## src/rtl/audio_irq_pkg.sv

```systemverilog
package audio_irq_pkg;
  localparam int unsigned WORD_W   = 32;
  localparam int unsigned CTRL_POS = 30;
  localparam int unsigned GLB_POS  = 31;
  localparam int unsigned RESP_W   = 2;
  localparam int unsigned SFLD_W   = 4;
  // completion, fifo error, descriptor error; bit 3 is not an interrupt source
  localparam logic [SFLD_W-1:0] SFLD_IRQ_MASK = 4'b0111;
  localparam logic [RESP_W-1:0] RESP_IRQ_MASK = 2'b11;
endpackage

```

## src/rtl/irq_ctrl_src.sv

```systemverilog
module irq_ctrl_src
  import audio_irq_pkg::*;
#(
  parameter int unsigned CODEC_W = 15
) (
  input  logic [RESP_W-1:0]  resp_sts_i,
  input  logic [RESP_W-1:0]  resp_ctl_i,
  input  logic [CODEC_W-1:0] codec_sts_i,
  input  logic [CODEC_W-1:0] wake_en_i,
  output logic               hit_o
);
  logic resp_hit, codec_hit;
  assign resp_hit  = |(resp_sts_i & resp_ctl_i & RESP_IRQ_MASK);
  assign codec_hit = |(codec_sts_i & wake_en_i);
  assign hit_o     = resp_hit | codec_hit;
endmodule

```

## src/rtl/irq_stream_src.sv

```systemverilog
module irq_stream_src
  import audio_irq_pkg::*;
(
  input  logic [SFLD_W-1:0] sts_i,
  input  logic [SFLD_W-1:0] ctl_i,
  output logic              hit_o
);
  assign hit_o = |(sts_i & ctl_i & SFLD_IRQ_MASK);
endmodule

```

## src/rtl/irq_line_drv.sv

```systemverilog
module irq_line_drv
  import audio_irq_pkg::*;
#(
  parameter logic [WORD_W-1:0] LINE_MASK = '0
) (
  input  logic              clk_i,
  input  logic              rst_ni,
  input  logic [WORD_W-1:0] sts_i,
  input  logic [WORD_W-1:0] ctl_i,
  output logic              irq_o
);
  logic line_d;
  assign line_d = ctl_i[GLB_POS] & (|(sts_i & ctl_i & LINE_MASK));

  always_ff @(posedge clk_i or negedge rst_ni) begin
    if (!rst_ni) irq_o <= 1'b0;
    else         irq_o <= line_d;
  end
endmodule

```

## src/rtl/audio_irq_aggregator.sv

```systemverilog
module audio_irq_aggregator
  import audio_irq_pkg::*;
#(
  parameter int unsigned NUM_STREAMS = 8,
  parameter int unsigned CODEC_W     = 15
) (
  input  logic                            clk_i,
  input  logic                            rst_ni,
  input  logic [RESP_W-1:0]               resp_sts_i,
  input  logic [RESP_W-1:0]               resp_ctl_i,
  input  logic [CODEC_W-1:0]              codec_sts_i,
  input  logic [CODEC_W-1:0]              wake_en_i,
  input  logic [NUM_STREAMS*SFLD_W-1:0]   strm_sts_i,
  input  logic [NUM_STREAMS*SFLD_W-1:0]   strm_ctl_i,
  input  logic [WORD_W-1:0]               irq_ctl_i,
  output logic [WORD_W-1:0]               irq_sts_o,
  output logic                            irq_o
);
  localparam logic [WORD_W-1:0] STRM_MASK = WORD_W'((64'd1 << NUM_STREAMS) - 64'd1);
  localparam logic [WORD_W-1:0] LINE_MASK = STRM_MASK | (WORD_W'(1) << CTRL_POS);

  logic                   ctrl_hit;
  logic [NUM_STREAMS-1:0] strm_hit;
  logic [WORD_W-1:0]      src_word;

  irq_ctrl_src #(.CODEC_W(CODEC_W)) u_ctrl (
    .resp_sts_i (resp_sts_i),
    .resp_ctl_i (resp_ctl_i),
    .codec_sts_i(codec_sts_i),
    .wake_en_i  (wake_en_i),
    .hit_o      (ctrl_hit)
  );

  for (genvar n = 0; n < NUM_STREAMS; n++) begin : g_strm
    irq_stream_src u_src (
      .sts_i(strm_sts_i[n*SFLD_W +: SFLD_W]),
      .ctl_i(strm_ctl_i[n*SFLD_W +: SFLD_W]),
      .hit_o(strm_hit[n])
    );
  end

  always_comb begin
    src_word                = '0;
    src_word[NUM_STREAMS-1:0] = strm_hit;
    src_word[CTRL_POS]      = ctrl_hit;
    irq_sts_o               = src_word;
    irq_sts_o[GLB_POS]      = |src_word;
  end

  irq_line_drv #(.LINE_MASK(LINE_MASK)) u_line (
    .clk_i (clk_i),
    .rst_ni(rst_ni),
    .sts_i (irq_sts_o),
    .ctl_i (irq_ctl_i),
    .irq_o (irq_o)
  );
endmodule

```

## config.mk

```make
export PLATFORM = sky130hd
export DESIGN_NAME = audio_irq_aggregator
export DESIGN_NICKNAME = d
export VERILOG_FILES = /design/src/rtl/audio_irq_pkg.sv /design/src/rtl/irq_ctrl_src.sv /design/src/rtl/irq_stream_src.sv /design/src/rtl/irq_line_drv.sv /design/src/rtl/audio_irq_aggregator.sv
export SDC_FILE = /design/constraint.sdc
export NUM_CORES = 1
export LEC_CHECK = 0
export BUFFER_PORTS_ARGS = -buffer_cell sky130_fd_sc_hd__buf_2
export CORE_AREA = 2 2 63 65
export DETAILED_ROUTE_END_ITERATION = 12
export DIE_AREA = 0 0 65 67
export PLACE_DENSITY_LB_ADDON = 0.25
export SYNTH_ARGS = -nofsm -noshare
export SYNTH_HDL_FRONTEND = slang
export SYNTH_SLANG_ARGS = --single-unit
export TNS_END_PERCENT = 1
```

## constraint.sdc

```tcl
create_clock -name clk_i -period 1.7 [get_ports clk_i]
set_input_delay 0.17 -clock clk_i [delete_from_list [all_inputs] [get_ports clk_i]]
set_output_delay 0.17 -clock clk_i [all_outputs]
set_load 0.03 [all_outputs]
```

# Word-level counts from Yosys, hierarchy flattened
# Index checks and enable logic that the tools add are counted.
[word_totals] register_bits=1 inputBits=132 elab_cells=26
[op_classes] bitwise=13 n_reduce_logical=12
[ops] op="$and 31x31->31" count=1
[ops] op="$reduce_or 25->1" count=1
[ops] op="$and 3x3->3" count=8
[ops] op="$reduce_or 3->1" count=8
[ops] op="$and 15x15->15" count=1
[ops] op="$reduce_or 15->1" count=1
[ops] op="$reduce_or 9->1" count=1
[ops] op="$and 2x2->2" count=1
[ops] op="$reduce_or 2->1" count=1
[ops] op="$and 1x1->1" count=1
[ops] op="$or 1x1->1" count=1

# Longest topological paths before layout
[logic_depth] depth_word=6 depth_mapped=5 ltp_nobuf=5

# Modules after synthesis
# From an unflattened synthesis, not the netlist that was laid out.
[unflattened] hier_cells=62 hier_area_um2=470.5
[modules_own_cells] module="audio_irq_aggregator" cells_per_inst=28 instances=1 area_per_inst_um2=196.4
[modules_own_cells] module="irq_stream_src" cells_per_inst=2 instances=8 area_per_inst_um2=13.8
[modules_own_cells] module="irq_ctrl_src" cells_per_inst=11 instances=1 area_per_inst_um2=87.6
[modules_own_cells] module="irq_line_drv" cells_per_inst=7 instances=1 area_per_inst_um2=76.3

# Least setup slack after synthesis
# No wires, ideal clock.
[synth_path] path_type="input -> output" startpoint="in strm_sts_i[25]" endpoint="out irq_sts_o[31]" n_path_buf=0 setup_slack_ns=0.480 arrival_time_ns=1.050 path_stages=4 required_time_ns=1.530 path_cell_list="a22oi_1 nand2_1 nor4_1 nand3b_4"
[synth_via] elab_chain_len=2
[synth_rtl] item="start, declared" line_no="audio_irq_aggregator.sv:13" text="input logic [NUM_STREAMS*SFLD_W-1:0] strm_sts_i,"
[synth_rtl] item="$and 3x3->3" line_no="irq_stream_src.sv:8" text="assign hit_o = |(sts_i & ctl_i & SFLD_IRQ_MASK);"
[synth_rtl] item="$reduce_or 25->1" line_no="audio_irq_aggregator.sv:47" text="irq_sts_o[GLB_POS] = |src_word;"
[synth_rtl] item="end, declared" line_no="audio_irq_aggregator.sv:16" text="output logic [WORD_W-1:0] irq_sts_o,"
# Every way passes these cells.

# Worst setup path after layout
[layout_path] startpoint="in resp_sts_i[1]" endpoint="out irq_sts_o[31]"
[layout_via] elab_chain_len=4
[layout_rtl] item="start, declared" line_no="audio_irq_aggregator.sv:9" text="input logic [RESP_W-1:0] resp_sts_i,"
[layout_rtl] item="$and 2x2->2" line_no="irq_ctrl_src.sv:13" text="assign resp_hit = |(resp_sts_i & resp_ctl_i & RESP_IRQ_MASK);"
[layout_rtl] item="$reduce_or 2->1" line_no="irq_ctrl_src.sv:13"
[layout_rtl] item="$or 1x1->1" line_no="irq_ctrl_src.sv:15" text="assign hit_o = resp_hit | codec_hit;"
[layout_rtl] item="$reduce_or 25->1" line_no="audio_irq_aggregator.sv:47"
# Every way passes these cells.

==> impl_metrics.toml <==
[run_status]
status = "completed"

[timing]
report.final.slew_viol_count = 0
rsz0062_at_grt = "no"
layout_min_cycle_time_ps = 1530
final.period_utilization_pct = 90.2
finalSetupViolations = 0
clock.fmax_mhz = 652
finalSetupTns_ps = 0
holdWs_ps = 404
finalHoldViolations = 0

[place]
port_buffers = 104
place_area_um2 = 997
dp_hpwl_mm = 2.14
place_congestion = 0.662

[floorplanning]
design.die.area_um2 = 4360
design.core.area_um2 = 3610
start_util_pct = 15.4
die_x_um = 65
die_y_um = 67
io_pins = 165
fp-row-count = 22

[layout]
fillCellCount = 412
design_area_um2 = 1010
finish.utilization_pct = 27.9
reg_top3 = "u_line.irq_o x1"
largest_register_ffs = 1
synthToLayoutAreaGrowth_pct = 81.3
finalNetCount = 310
n_antenna_cell = 0
final_common_cell = "buf_2"
top_register = "u_line.irq_o"
drive_above_1_share_pct = 61.4
final_cell_mix = "buf_2 (104), conb_1 (22), nand2_1 (17)"

[pwr]
p_int_w = 0.000146
power_switching_w = 0.000171
p_comb_share_pct = 91.8
powerDensity_nw_per_um2 = 314
p_seq_share_pct = 8.2
p_leak_nw = 0.648
clkPwrFrac_pct = 0
peakVddDrop_uv = 139
p_sw_share_pct = 53.9

[global_routing]
grt_pass1_wl_mm = 3.02
grt_usage_pct = 8.71
antenna_found_initial = 0
grt_pass1_vias = 775
overflow = 0
grt_max_degree = 4

[yosys]
syn_area_um2 = 556
syn_inst = 79
ys_warn_count = 0
seq_area_frac_synth_pct = 4.50
synth-seq-cells = 1
syn_area_per_cell_um2 = 7.03
synthDistinctLibCells = 17

[worst_setup_path]
cp_data_required_time_ps = 1530
crit_type = "in2out"
cp-end-kind = "output port"
cp-start-kind = "input port"
crit_arrival_ps = 1360
path_max_fanout = 2

[drt]
post-route-drc-count = 0
firstDrtPassIters = 4
vias = 854
vias_per_cell = 3.81
ant_nets = 0
drtIter0Drc = 18
finalWirelength_mm = 2.15
wl_per_cell_um = 9.62

[clocking]
cts_setup_buffers = 0
clk_pin_slew_ps = 0
post_cts_resized = 0

[worst_hold_path]
hold_class = "in2reg"

[flow_run]
maxCapViolCount = 0
[power by group through the flow]
stage,Clock (W),Sequential (W),Combinational [W]
floorplan,0,0.0000294,0.000215
global placement,0,0.0000260,0.000291
detailed placement,0,0.0000262,0.000293
CTS,0,0.0000262,0.000295
finish,0,0.0000261,0.000291
global route,0,0.0000264,0.000320
[worst max-delay path: stages]
cell	delay (ps)
buf_2	100
a22oi_1	180
nand2_1	80
a221oi_1	280
nand3_1	180
nand3b_4	180
buf_2	190
[timing repair]
item,CTS,global route
hold buffers,1,0
setup endpoints to repair,0,0
hold endpoints to repair,1,0
[final timing paths]
check / from / endpoint / slack (ps) / cells after the start
worst min-delay path: irq_ctl_i[31] / u_line.irq_o$_DFF_PN0_ / 400 / 2
max in group asynchronous: rst_ni / u_line.irq_o$_DFF_PN0_ / 1130 / 2
worst max-delay path: resp_sts_i[1] / irq_sts_o[31] / 170 / 7
min in group asynchronous: rst_ni / u_line.irq_o$_DFF_PN0_ / 480 / 2
[cell usage after synthesis]
cell type / instances / area, um^2
a221oi_2: 1 / 15.0
nand2_1: 17 / 63.8
nand4_1: 1 / 6.26
a222oi_1: 1 / 10.0
a22o_1: 1 / 8.76
conb_1: 1 / 3.75
inv_1: 1 / 3.75
dfrtp_1: 1 / 25.0
o21a_1: 1 / 7.51
nand3_1: 1 / 5.00
nand3b_4: 1 / 20.0
buf_4: 31 / 233
a22oi_1: 16 / 120
a31oi_1: 1 / 6.26
nor4_1: 2 / 12.5
and3_1: 1 / 6.26
a221oi_1: 1 / 8.76
[cell type report]
type	count	area, um^2	share of cell area, %
Timing Repair Buffer	107	546	54.2
Multi-Input combinational cell	67	373	37.0
Tap cell	48	60.1	5.96
Inverter	1	3.75	0.373
Sequential cell	1	25.0	2.48
[through the flow]
step                power, W  setup WS [ps]  cells
finish              0.000317            166    224
global route        0.000346           40.8    224
CTS                 0.000321            127    224
detailed placement  0.000319            130    223
global placement    0.000317            129    223
floorplan           0.000244            480    100
[metal layers]
layer	wire, um	global-route usage [%]
met5	0	0
met2	1070	18.0
met4	0	0
met1	736	9.32
met3	345	2.03
[cell families after synthesis]
kind of cell    Yosys count  share of synthesized area (%)
buf+inv                  32                           42.6
other cells               1                          0.675
flops                     1                           4.50
compound gates           22                           31.8
simple gates             23                           20.5
Note: power is estimated with default switching activity, not from simulation.
